`config.mk`:
```
export PLATFORM = sky130hd
export DESIGN_NAME = sleep_clk_ctrl
export DESIGN_NICKNAME = d
export VERILOG_FILES = /design/src/rtl/slpctl_pkg.sv /design/src/rtl/slpctl_io_guard.sv /design/src/rtl/slpctl_fsm.sv /design/src/rtl/slpctl_clk_out.sv /design/src/rtl/sleep_clk_ctrl.sv
export SDC_FILE = /design/constraint.sdc
export NUM_CORES = 1
export LEC_CHECK = 0
export ABC_AREA = 1
export BUFFER_PORTS_ARGS = -buffer_cell sky130_fd_sc_hd__buf_2
export CORE_MARGIN = 8
export CORE_UTILIZATION = 46
export DETAILED_ROUTE_END_ITERATION = 6
export GPL_ROUTABILITY_DRIVEN = 0
export PLACE_DENSITY = 0.86
export RECOVER_POWER = 50
export SETUP_SLACK_MARGIN = 0.2
export SLEW_MARGIN = 40
export SYNTH_ARGS = -nofsm -noshare
export SYNTH_HDL_FRONTEND = slang
export SYNTH_SLANG_ARGS = --single-unit
```
`constraint.sdc`:
```
create_clock -name clk -period 1.6 [get_ports clk]
set_clock_uncertainty 0.1 [all_clocks]
set_input_delay 0.24 -clock clk [delete_from_list [all_inputs] [get_ports clk]]
set_output_delay 0.24 -clock clk [all_outputs]
set_load 0.05 [all_outputs]
```
`src/rtl/slpctl_pkg.sv`:
```
package slpctl_pkg;

    typedef enum logic [1:0] {
        MODE_RUN  = 2'd0,
        MODE_NAP  = 2'd1,
        MODE_HALT = 2'd2,
        MODE_WAKE = 2'd3
    } mode_e;

endpackage

```
`src/rtl/slpctl_io_guard.sv`:
```
module slpctl_io_guard #(
    parameter int GUARD = 3
) (
    input  logic clk,
    input  logic rst_n,
    input  logic io_access,
    output logic guard_ok
);
    localparam int CW = $clog2(GUARD + 1);
    localparam logic [CW-1:0] CNT_MAX = CW'(GUARD);

    typedef struct packed {
        logic [CW-1:0] cnt;
    } guard_st_t;

    guard_st_t st_d, st_q;

    always_comb begin
        st_d = st_q;
        if (io_access) begin
            st_d.cnt = '0;
        end else if (st_q.cnt != CNT_MAX) begin
            st_d.cnt = st_q.cnt + 1'b1;
        end
        guard_ok = (st_q.cnt == CNT_MAX) && !io_access;
    end

    always_ff @(posedge clk or negedge rst_n) begin
        if (!rst_n) begin
            st_q.cnt <= CNT_MAX;
        end else begin
            st_q <= st_d;
        end
    end

    AST_GUARD_NO_OVERFLOW: assert property (@(posedge clk) disable iff (!rst_n)
        st_q.cnt <= CNT_MAX);

    AST_GUARD_IO_CLEARS: assert property (@(posedge clk) disable iff (!rst_n)
        io_access |=> !guard_ok);

endmodule

```
`src/rtl/slpctl_fsm.sv`:
```
module slpctl_fsm
    import slpctl_pkg::*;
#(
    parameter int NUM_OSC = 4,
    parameter int LF_IDX  = 3,
    parameter int STAB    = 8,
    parameter int IRQ_W   = 4
) (
    input  logic               clk,
    input  logic               rst_n,
    input  logic               sleep_req,
    input  logic               guard_ok,
    input  logic [IRQ_W-1:0]   irq_pending,
    input  logic [IRQ_W-1:0]   irq_active,
    input  logic               pclk_halt,
    input  logic               osc_gate_en,
    input  logic [NUM_OSC-1:0] osc_sel,
    input  logic               wake_evt,
    output mode_e              mode,
    output logic               keep_periph
);
    localparam int SW = $clog2(STAB + 1);
    localparam logic [SW-1:0] WARM_LAST = SW'(STAB - 1);

    typedef struct packed {
        mode_e         mode;
        logic          hold;
        logic          keep;
        logic [SW-1:0] warm;
    } fsm_st_t;

    fsm_st_t st_d, st_q;

    logic irq_any;
    logic wake_any;
    logic want_sleep;
    logic stop_osc;

    always_comb begin
        irq_any    = (|irq_pending) || (|irq_active);
        wake_any   = wake_evt || (|irq_pending);
        want_sleep = sleep_req || st_q.hold;
        stop_osc   = pclk_halt && osc_gate_en && !osc_sel[LF_IDX];

        st_d = st_q;
        unique case (st_q.mode)
            MODE_RUN: begin
                if (want_sleep) begin
                    if (irq_any) begin
                        st_d.hold = 1'b0;
                    end else if (guard_ok) begin
                        st_d.hold = 1'b0;
                        st_d.keep = !pclk_halt;
                        st_d.mode = stop_osc ? MODE_HALT : MODE_NAP;
                    end else begin
                        st_d.hold = 1'b1;
                    end
                end
            end
            MODE_NAP: begin
                st_d.hold = 1'b0;
                if (wake_any) begin
                    st_d.mode = MODE_RUN;
                end
            end
            MODE_HALT: begin
                st_d.hold = 1'b0;
                if (wake_any) begin
                    st_d.mode = MODE_WAKE;
                    st_d.warm = '0;
                end
            end
            MODE_WAKE: begin
                st_d.hold = 1'b0;
                if (st_q.warm == WARM_LAST) begin
                    st_d.mode = MODE_RUN;
                end else begin
                    st_d.warm = st_q.warm + 1'b1;
                end
            end
            default: st_d.mode = MODE_RUN;
        endcase

        mode        = st_q.mode;
        keep_periph = st_q.keep;
    end

    always_ff @(posedge clk or negedge rst_n) begin
        if (!rst_n) begin
            st_q.mode <= MODE_RUN;
            st_q.hold <= 1'b0;
            st_q.keep <= 1'b1;
            st_q.warm <= '0;
        end else begin
            st_q <= st_d;
        end
    end

    AST_IRQ_BLOCKS_ENTRY: assert property (@(posedge clk) disable iff (!rst_n)
        (st_q.mode == MODE_RUN && irq_any) |=> (st_q.mode == MODE_RUN && !st_q.hold));

    AST_HALT_NEEDS_ENABLES: assert property (@(posedge clk) disable iff (!rst_n)
        (st_q.mode == MODE_RUN && st_d.mode == MODE_HALT) |-> (pclk_halt && osc_gate_en));

    AST_LF_NOT_STOPPED: assert property (@(posedge clk) disable iff (!rst_n)
        (st_q.mode == MODE_RUN && osc_sel[LF_IDX]) |=> (st_q.mode != MODE_HALT));

    AST_NAP_WAKE_ONE_CYCLE: assert property (@(posedge clk) disable iff (!rst_n)
        (st_q.mode == MODE_NAP && wake_any) |=> (st_q.mode == MODE_RUN));

    AST_HALT_WAKES_VIA_WARM: assert property (@(posedge clk) disable iff (!rst_n)
        (st_q.mode == MODE_HALT && wake_any) |=> (st_q.mode == MODE_WAKE && st_q.warm == '0));

    AST_WARM_BOUNDED: assert property (@(posedge clk) disable iff (!rst_n)
        st_q.warm <= WARM_LAST);

endmodule

```
`src/rtl/slpctl_clk_out.sv`:
```
module slpctl_clk_out
    import slpctl_pkg::*;
#(
    parameter int NUM_OSC = 4,
    parameter int LF_IDX  = 3
) (
    input  mode_e              mode,
    input  logic               keep_periph,
    input  logic [NUM_OSC-1:0] osc_sel,
    output logic               core_clk_en,
    output logic               periph_clk_en,
    output logic [NUM_OSC-1:0] osc_run,
    output logic [1:0]         status
);
    logic halted;

    always_comb begin
        halted        = (mode == MODE_HALT);
        core_clk_en   = (mode == MODE_RUN);
        periph_clk_en = (mode == MODE_RUN) || ((mode == MODE_NAP) && keep_periph);
        status        = mode;
    end

    for (genvar i = 0; i < NUM_OSC; i++) begin : g_osc
        if (i == LF_IDX) begin : g_exempt
            always_comb osc_run[i] = osc_sel[i];
        end else begin : g_gated
            always_comb osc_run[i] = osc_sel[i] && !halted;
        end
    end

endmodule

```
`src/rtl/sleep_clk_ctrl.sv`:
```
module sleep_clk_ctrl
    import slpctl_pkg::*;
#(
    parameter int NUM_OSC = 4,
    parameter int LF_IDX  = 3,
    parameter int GUARD   = 3,
    parameter int STAB    = 8,
    parameter int IRQ_W   = 4
) (
    input  logic               clk,
    input  logic               rst_n,
    input  logic               io_access,
    input  logic               sleep_req,
    input  logic [IRQ_W-1:0]   irq_pending,
    input  logic [IRQ_W-1:0]   irq_active,
    input  logic               pclk_halt,
    input  logic               osc_gate_en,
    input  logic [NUM_OSC-1:0] osc_sel,
    input  logic               wake_evt,
    output logic               core_clk_en,
    output logic               periph_clk_en,
    output logic [NUM_OSC-1:0] osc_run,
    output logic [1:0]         status
);
    logic  guard_ok;
    mode_e mode;
    logic  keep_periph;

    slpctl_io_guard #(.GUARD(GUARD)) u_guard (
        .clk       (clk),
        .rst_n     (rst_n),
        .io_access (io_access),
        .guard_ok  (guard_ok)
    );

    slpctl_fsm #(
        .NUM_OSC (NUM_OSC),
        .LF_IDX  (LF_IDX),
        .STAB    (STAB),
        .IRQ_W   (IRQ_W)
    ) u_fsm (
        .clk         (clk),
        .rst_n       (rst_n),
        .sleep_req   (sleep_req),
        .guard_ok    (guard_ok),
        .irq_pending (irq_pending),
        .irq_active  (irq_active),
        .pclk_halt   (pclk_halt),
        .osc_gate_en (osc_gate_en),
        .osc_sel     (osc_sel),
        .wake_evt    (wake_evt),
        .mode        (mode),
        .keep_periph (keep_periph)
    );

    slpctl_clk_out #(
        .NUM_OSC (NUM_OSC),
        .LF_IDX  (LF_IDX)
    ) u_out (
        .mode          (mode),
        .keep_periph   (keep_periph),
        .osc_sel       (osc_sel),
        .core_clk_en   (core_clk_en),
        .periph_clk_en (periph_clk_en),
        .osc_run       (osc_run),
        .status        (status)
    );

    AST_ENTRY_AFTER_GUARD: assert property (@(posedge clk) disable iff (!rst_n)
        (status == 2'd0 && !guard_ok) |=> (status == 2'd0));

    AST_CORE_OFF_ASLEEP: assert property (@(posedge clk) disable iff (!rst_n)
        (status != 2'd0) |-> !core_clk_en);

    AST_LF_ALWAYS_RUNS: assert property (@(posedge clk) disable iff (!rst_n)
        osc_sel[LF_IDX] |-> osc_run[LF_IDX]);

endmodule

```
* Word level (Yosys, flattened, before mapping)
Cells that the tools add are included.
Storage, ports and cells: flip-flop bits (word level) 10, input bits 19, output and inout port bits 8, logic and storage cells 61
Cells by class: add/sub/neg operators 2, equal/unequal tests 13, mux-type cells 17, bitwise gates (word level) 1, reductions and logical operators 23
Operators with widths (number):
- 2-bit 2-to-1 mux | 8
- 4-bit 2-to-1 mux | 3
- 3-bit case mux with 4 select lines | 1
- 2-bit by 1-bit != test with 1-bit output, second input constant | 4
- 2-bit != test, second input constant | 4
- 4-bit case mux with 2 select lines | 1
- 4-bit OR reduction | 2
- 1-bit logical AND | 7
- 2-bit == test, second input constant | 3
- 6-bit AND reduction | 1
- 4-bit by 1-bit adder with 4-bit output, second input constant | 1
- 4-bit by 3-bit == test with 1-bit output, second input constant | 1
- 1-bit logical NOT | 4
- 1-bit logical OR | 4
- 1-bit 2-to-1 mux | 4
- 4-bit AND reduction | 1
- 2-bit nonzero test | 2
- 3-bit AND reduction | 1
- 2-bit by 1-bit adder with 2-bit output, second input constant | 1
- 2-bit by 1-bit == test with 1-bit output, second input constant | 1
- 2-bit logical NOT | 1
- 1-bit NOT | 1

* Longest topological paths before layout
Gate-level depths: netlist of run 1.
depth in word-level cells 7, mapped depth 8, mapped depth without buffers 8

* Modules after synthesis
A second synthesis of run 1 with hierarchy kept.
Unflattened totals: cells, all modules 100, area total of the unflattened synthesis 701.9 um^2
By module, submodules not included:
- slpctl_fsm | times used 1, cells an instance 74, area each 529.3 um^2, seq. area each 201.4 um^2
- slpctl_io_guard | times used 1, cells an instance 13, area each 107.6 um^2, seq. area each 52.6 um^2
- slpctl_clk_out | times used 1, cells an instance 13, area each 65.1 um^2, seq. area each 0.0 um^2

* Worst setup path before layout of run 1
No wires, ideal clock.
kind reg2out, from reg u_fsm.mode[0] (netlist name), to out osc_run[0], arrival 1295 ps, data required time 1260 ps, setup slack -35 ps, stages on the path, launching flop included 5, path buffers 0, cell sequence dfrtp_1 > inv_1 > nand2_1 > inv_1 > nor2_1
Between the ends: longest elaborated chain between the ends 3
Ends and longest elaborated chain:
- 2-bit == test | RTL line slpctl_clk_out.sv:18 | halted = (mode == MODE_HALT);
- 1-bit logical NOT | RTL line slpctl_clk_out.sv:28 | always_comb osc_run[i] = osc_sel[i] && !halted;
- 1-bit logical AND | RTL line slpctl_clk_out.sv:28
- end: declaration | RTL line sleep_clk_ctrl.sv:22 | output logic [NUM_OSC-1:0] osc_run,
Every way passes these cells.

* Worst setup path in the final report of run 1
from reg u_fsm.mode[1] (netlist name), to out osc_run[0]
Between the ends: longest elaborated chain between the ends 3
Ends and longest elaborated chain (RTL line):
- 2-bit == test | slpctl_clk_out.sv:18
- 1-bit logical NOT | slpctl_clk_out.sv:28
- 1-bit logical AND | slpctl_clk_out.sv:28
Every way passes these cells.

==> results of run 1 <==
[metal layers]
metal  vias to the layer above  part of all wire
met4                         0             0.049
met5                         -                 0
met3                        11             0.082
met2                        55              0.46
met1                       327              0.41
li1                        359                 -
[cell usage in the layout, fill, tap and decap left out, types with 2 or more instances in the layout]
| master | count |
|---|---|
| buf_8 | 2 |
| nor2_1 | 8 |
| nand2_1 | 17 |
| clkbuf_4 | 3 |
| buf_2 | 19 |
| inv_2 | 3 |
| buf_6 | 3 |
| buf_4 | 10 |
| inv_1 | 7 |
| nand3_1 | 10 |
| nand2_4 | 3 |
| dfrtp_1 | 6 |
| a21oi_1 | 2 |
| o21ai_0 | 4 |
| clkbuf_1 | 2 |
| nor2_4 | 7 |
| o21ai_1 | 3 |
| nor2_2 | 2 |
| nand2_2 | 3 |
| dfstp_2 | 2 |
[cell families (layout without fill, tap and decap cells)]
group | count (synthesis) | after routing
simple gates | 53 | 53
flops | 10 | 10
buf+inv | 15 | 53
xor+xnor | 1 | 1
compound gates | 9 | 9
fa+ha+maj | 2 | 2
[power by group]
| group | total (uW) | switching (uW) | internal (uW) |
|---|---|---|---|
| Clock | 236 | 97.7 | 139 |
| Combinational | 154 | 84.0 | 70.2 |
| Sequential | 285 | 14.5 | 271 |
[cell type report]
type | count | area (sq um) | area share
repair buffers | 37 | 251 | 0.247
inverters | 12 | 52.6 | 0.0515
well taps | 15 | 18.8 | 0.0184
clock buffers | 4 | 36.3 | 0.0356
multi-input cells | 65 | 405 | 0.398
flip-flops and latches | 10 | 255 | 0.250
[sequential cells by signal, indices dropped and copies added, names as in the netlist]
signal and cells:
u_guard.st_q 2, u_fsm.keep_periph 1, u_fsm.mode 2, u_fsm.st_q 5
[metrics by stage]
step | hold slack [ps] | power, uW | setup WS, ps | instance area, sq um
floorplan | -156 | 364 | 170 | 668
global placement | 6.77 | 398 | 166 | 795
detailed placement | 12.5 | 405 | 60.0 | 795
CTS | 28.5 | 648 | 118 | 921
global route | 29.8 | 703 | 38.6 | 1020
finish | 29.3 | 676 | 79.0 | 1020
[cell usage after synthesis (all sizes together)]
| cell | number |
|---|---|
| a21oi | 2 |
| nand3 | 11 |
| o21ai | 7 |
| dfrtp | 7 |
| nand3b | 1 |
| nor2 | 17 |
| ha | 2 |
| xnor2 | 1 |
| nor4 | 1 |
| nand2 | 23 |
| inv | 12 |
| buf | 3 |
| dfstp | 3 |
[path summary, 6_finish.rpt]
path	from	endpoint	depth (start not counted)	slack, ps
worst min-delay path	pclk_halt	u_fsm.keep_periph$_DFFE_PN1P_	2	30
max in group asynchronous	rst_n	u_fsm.mode[0]$_DFFE_PN0P_	2	650
worst max-delay path	u_fsm.mode[1]$_DFFE_PN0P_	osc_run[0]	4	80
worst min register to register	u_fsm.keep_periph$_DFFE_PN1P_	u_fsm.keep_periph$_DFFE_PN1P_	2	380
worst max register to register	u_fsm.mode[1]$_DFFE_PN0P_	u_fsm.mode[0]$_DFFE_PN0P_	7	100
min in group asynchronous	rst_n	u_fsm.mode[1]$_DFFE_PN0P_	2	360
[repair_timing]
| action | 4_1_cts | 5_1_grt |
|---|---|---|
| buffers inserted | 4 | 6 |
| pin swaps | 1 | 8 |
| hold endpoints to repair | 10 | 0 |
| gates cloned | 0 | 0 |
| hold buffers | 1 | 0 |
| endpoints found under the setup margin | 8 | 9 |
| resized for setup | 18 | 15 |
==> results.sh, run 1 <==
export IMPL_status="complete, no violations"
export IMPL_critical_path_max_stage_delay_ps=480
export IMPL_synth_unique_cells=20
export IMPL_detail_route_antenna_nets=0
export IMPL_slew_headroom=0.605
export IMPL_cp_data_arrival_time_ps=1180
export IMPL_clock_path_buffers=2
export IMPL_synth_mux_area_fraction=0
export IMPL_global_routing_usage_on_met1=0.160
export IMPL_ctsHtreeMaxLevel=1
export IMPL_grt_first_pass_wirelength_um=3080
export IMPL_fmax_ghz=0.657
export IMPL_setup_violations_final=0
export IMPL_fp_dieArea_sq_um=2890
export IMPL_syn_area_sq_um=657
export IMPL_grt_util_all_layers=0.141
export IMPL_synthesized_netlist_net_count=111
export IMPL_syn_inst_count=90
export IMPL_worstSetupEndpointType="primary output"
export IMPL_grt_use_met3=0.0275
export IMPL_use_met2=0.228
export IMPL_path_delay_family="flip-flops"
export IMPL_count_of_final_max_slew_check_failures=0
export IMPL_max_vdd_ir_drop_mv=0.492
export IMPL_gr_total_overflow=0
export IMPL_synth_compound_area_share=0.0686
export IMPL_ys_ff_latch=10
export IMPL_clk_transition_reported_paths_ps=70
export IMPL_dp_cells=128
export IMPL_worst_pin_slew_ps=595
export IMPL_synth_top_cells_by_area="dfrtp_1, dfstp_2, nand2_1, nand3_1, nor2_1"
export IMPL_cap_viol_max_count=0
export IMPL_drc=0
export IMPL_combinational_family_with_the_most_area_after_synthesis="simple AND/OR/NAND/NOR gates"
export IMPL_number_of_endpoints_with_negative_hold_slack_in_the_final_report=0
export IMPL_viasPerCell=5.26
export IMPL_grt_antenna_before_repair=0
export IMPL_drt_initial_drc_count=30
export IMPL_setup_total_negative_slack_ps=0
export IMPL_clkSinkCount=10
export IMPL_synthesis_area_per_instance_sq_um=7.30
export IMPL_synth_top_cell_area_share=0.267
export IMPL_clk_tree_root_cell="clkbuf_4"
export IMPL_worstPathBufferInverterCount=2
export IMPL_crit_path_max_fanout=5
export IMPL_synthToLayoutAreaGrowth_pct=55.2
export IMPL_core_area_sq_um=1320
export IMPL_grt_pass1_vias=753
export IMPL_worst_setup_path_type="reg -> out"
export IMPL_pin_count_of_the_biggest_net_entering_global_routing=11
export IMPL_drive_gt1_frac=0.500
export IMPL_port_buffers=26
export IMPL_die_w_um=53.8
export IMPL_timing_hold_worst_class="in -> reg"
export IMPL_routed_wirelength_um=1920
export IMPL_num_antenna_cells=0
export IMPL_synthSimpleGateAreaFrac=0.390
export IMPL_top_usage_layer="met2"
export IMPL_cellLeakagePower_uw=0.000543
export IMPL_cp_slowest_cell="dfrtp_1"
export IMPL_vias=752
export IMPL_synth_yosys_warnings=0
export IMPL_synth_top_cell_by_area="dfrtp_1"
export IMPL_cts_buffers=3
export IMPL_row_count=13
export IMPL_xor_and_xnor_area_share_after_synthesis=0.0133
export IMPL_layout_filler_cells=90
export IMPL_rsz0062_at_grt="true"
export IMPL_synth_adder_area_share=0.0381
export IMPL_finalCritPeriodShare=0.951
export IMPL_layout_min_cycle_time_ps=1520
export IMPL_hpwl_um=1260
export IMPL_clk_insertion_delay_late_ps=280
export IMPL_power_per_cell_area_nw_per_um2=663
export IMPL_stdcell_count=143
export IMPL_wl_per_cell_um=13.4
export IMPL_die_h_um=53.8
export IMPL_worst_setup_path_start_kind="flip-flop"
export IMPL_critical_path_required_ps=1260
export IMPL_initial_utilization=0.499
export IMPL_synth_seq_area_share=0.387
export IMPL_final_util=0.774
export IMPL_top_level_ports=27
export IMPL_detail_route_first_pass_iterations=5
export IMPL_final_net_count=150
export IMPL_tritoncts="yes"
export IMPL_crit_path_cell_trace="nand2_4, inv_6, nor2_4, buf_6"
Power figures use the tool's default switching activity.
==> run 2, diff against run 1 <==
--- a/config.mk
+++ b/config.mk
@@ -5,13 +5,13 @@
 export SDC_FILE = /design/constraint.sdc
 export NUM_CORES = 1
 export LEC_CHECK = 0
-export ABC_AREA = 1
 export BUFFER_PORTS_ARGS = -buffer_cell sky130_fd_sc_hd__buf_2
+export CAP_MARGIN = 30
 export CORE_MARGIN = 8
-export CORE_UTILIZATION = 46
+export CORE_UTILIZATION = 44
 export DETAILED_ROUTE_END_ITERATION = 6
 export GPL_ROUTABILITY_DRIVEN = 0
-export PLACE_DENSITY = 0.86
+export PLACE_DENSITY = 0.84
 export RECOVER_POWER = 50
 export SETUP_SLACK_MARGIN = 0.2
 export SLEW_MARGIN = 40
==> run 2 against run 1 <==
Register-to-register slack improved by 90 ps. First-iteration DRC count fell by 60%. Setup slack improved by 31 ps. Die area fell by 2.3%. Critical endpoint is now periph_clk_en. Final cell count fell by 20%. Sequential cell count did not move. Largest cell class unchanged. Area after synthesis fell by 7.4%. Synthesized cell count fell by 33%. Critical path type unchanged. Sequential share of layout area rose by 0.22 points. Clock-buffer cell count did not move.
==> results.sh, run 2 <==
export IMPL_status="complete, no violations"
export IMPL_setup_violations_final=0
export IMPL_fmax_ghz=0.671
export IMPL_cap_viol_max_count=0
export IMPL_cp_data_arrival_time_ps=1150
export IMPL_multiInputGateArea_sq_um=419
export IMPL_layout_filler_cells=84
export IMPL_grt_util_all_layers=0.126
export IMPL_layout_commonest_cell="buf_2"
export IMPL_worst_setup_path_type="reg -> out"
export IMPL_synthToLayoutAreaGrowth_pct=67.1
export IMPL_die_h_um=53.2
export IMPL_number_of_endpoints_with_negative_hold_slack_in_the_final_report=0
export IMPL_path_depth=3
export IMPL_vias=611
export IMPL_synth_unique_cells=29
export IMPL_worst_r2r_endpoint="u_fsm.st_q[3]$_DFFE_PN0P_"
export IMPL_pin_count_of_the_biggest_net_entering_global_routing=11
export IMPL_synth_top_cell_by_area="dfrtp_1"
export IMPL_r2r_setup_slack_ps=190
export IMPL_wl_per_cell_um=14.9
export IMPL_synth_top_cell_area_share=0.288
export IMPL_timing_hold_worst_class="in -> reg"
export IMPL_ys_ff_latch=10
export IMPL_viasPerCell=5.31
export IMPL_synth_top_cells_by_count="dfrtp_1, nor2_1"
export IMPL_row_count=13
export IMPL_worstPathBufferInverterCount=2
export IMPL_synth_flop_cell="dfrtp_1"
export IMPL_clock_path_buffers=2
export IMPL_worst_pin_slew_ps=594
export IMPL_drt_initial_drc_count=12
export IMPL_grt_pass1_vias=635
export IMPL_path_delay_family="flip-flops"
export IMPL_setup_ws_ps=110
export IMPL_timing_critical_path_to="periph_clk_en"
export IMPL_die_w_um=53.2
export IMPL_layout_min_cycle_time_ps=1490
export IMPL_finalCritPeriodShare=0.931
export IMPL_clkSinkCount=10
export IMPL_largest_reg_flops=5
export IMPL_cts_buffers=3
export IMPL_drc=0
export IMPL_worst_setup_startpoint="u_fsm.keep_periph$_DFFE_PN1P_"
export IMPL_grt_first_pass_wirelength_um=2640
export IMPL_top_library_cells_by_usage_in_the_layout_fill_and_taps_aside="buf_2, buf_4, nor2_1"
export IMPL_core_area_sq_um=1300
export IMPL_synth_seq_area_share=0.418
export IMPL_max_flop_register="u_fsm.st_q"
export IMPL_report_power_total_uw=1540
export IMPL_initial_utilization=0.467
export IMPL_grt_antenna_before_repair=0
export IMPL_layout_top_registers="u_fsm.st_q (5), u_fsm.mode (2), u_guard.st_q (2)"
export IMPL_clk_tree_root_cell="clkbuf_4"
export IMPL_final_seq_area_sq_um=256
export IMPL_max_vdd_ir_drop_mv=0.813
export IMPL_detail_route_first_pass_iterations=4
export IMPL_gr_total_overflow=0
export IMPL_synth_yosys_warnings=0
export IMPL_num_antenna_cells=0
export IMPL_critical_path_required_ps=1260
export IMPL_syn_area_sq_um=608
export IMPL_cp_slowest_cell="dfstp_2"
export IMPL_drive_gt1_frac=0.630
export IMPL_routed_wirelength_um=1710
export IMPL_detail_route_antenna_nets=0
export IMPL_crit_reg2reg_launch="u_fsm.st_q[0]$_DFFE_PN0P_"
export IMPL_crit_path_cell_trace="inv_2, a21oi_2, buf_6"
export IMPL_r2r_worst_path_cells=5
export IMPL_worst_setup_path_start_kind="flip-flop"
export IMPL_ctsHtreeMaxLevel=1
export IMPL_crit_path_max_fanout=2
export IMPL_tritoncts="yes"
export IMPL_dp_worst_setup_slack_ps=113
export IMPL_power_per_cell_area_nw_per_um2=1510
export IMPL_synthesis_area_per_instance_sq_um=10.1
export IMPL_syn_inst_count=60
export IMPL_setup_total_negative_slack_ps=0
export IMPL_clk_transition_reported_paths_ps=60
export IMPL_synth_enable_flop_cells=0
export IMPL_worstSetupEndpointType="primary output"
export IMPL_fp_dieArea_sq_um=2830
export IMPL_count_of_final_max_slew_check_failures=0
export IMPL_hpwl_um=1160
export IMPL_port_buffers=26
export IMPL_synthesized_netlist_net_count=81
export IMPL_slew_headroom=0.606
export IMPL_top_level_ports=27
export IMPL_clk_insertion_delay_late_ps=260
export IMPL_critical_path_max_stage_delay_ps=540
export IMPL_cellLeakagePower_uw=0.000471
export IMPL_synthArstFlopShare=1.00
export IMPL_rsz0062_at_grt="true"
export IMPL_final_net_count=122
export IMPL_synth_top_cells_by_area="dfrtp_1, dfstp_2, nor2_1, ha_1, buf_4"
[run 2: cell count changes in the layout (fill, tap and decap cells not counted), sizes merged, moves of 2 or more]
cell / change
nand2: -20
nor4: +3
or3: +2
a21oi: +2
nor2: -10
o211ai: +3
o21ai: -4
mux2i: +2
and2: +3
nand3: -8
inv: -9
[run 2: worst min path at each step]
stage               from                       endpoint  slack, ps  cells past startpoint
6_report       pclk_halt  u_fsm.keep_periph$_DFFE_PN1P_         30                      2
5_1_grt        pclk_halt  u_fsm.keep_periph$_DFFE_PN1P_         20                      2
4_1_cts        pclk_halt  u_fsm.keep_periph$_DFFE_PN1P_         20                      2
3_5_place_dp       rst_n      u_fsm.st_q[1]$_DFFE_PN0P_          8                      1
3_3_place_gp       rst_n      u_fsm.st_q[0]$_DFFE_PN0P_         10                      1
2_1_floorplan      rst_n      u_fsm.mode[0]$_DFFE_PN0P_       -160                      0
[run 2: metrics by stage]
stage | utilization | cells | hold slack (ps) | cell area [sq um]
floorplan | - | 60 | -156 | 631
detailed placement | 0.593 | 100 | 8.33 | 772
finish | 0.781 | 115 | 29.4 | 1020
global route | 0.781 | 115 | 17.7 | 1020
global placement | 0.593 | 100 | 12.3 | 772
CTS | 0.723 | 112 | 21.9 | 941
[run 2: cell families (layout without fill, tap and decap cells)]
family	Yosys count	after routing	synth area share
AND/OR/NAND/NOR	25	25	0.255
AO/OA/AOI/OAI	14	15	0.183
XOR/XNOR	1	1	0.0144
buffers and inverters	6	45	0.0556
multiplexers	2	2	0.0329
flip-flops	10	10	0.418
adder cells (fa/ha/maj)	2	2	0.0411
[run 2: layout make-up]
cell class	instances	share of cell area
clock buffer	4	0.0259
timing repair buffer	38	0.280
tap	15	0.0185
multi-input combinational	45	0.413
sequential	10	0.252
inverter	3	0.0111
[run 2: routing by layer]
metal,GRT usage,vias to the layer above,wire [um]
met5,0,-,0
met1,0.135,291,720
li1,-,295,-
met3,0.0420,0,122
met2,0.211,25,868
met4,0.0756,0,0
[run 2: timing repair]
action | CTS | global route
buffers inserted | 7 | 2
hold buffers | 1 | 0
resized for setup | 24 | 10
setup endpoints to repair | 11 | 13
hold endpoints to repair | 10 | 0
pin swaps | 8 | 1
cloned | 0 | 1
[run 2: power breakdown]
group	internal, uW	leakage [uW]	switching (uW)
combinational	440	0.000332	515
sequential	323	0.000124	81.7
clock	96.3	0.0000150	82.3
total	859	0.000471	679
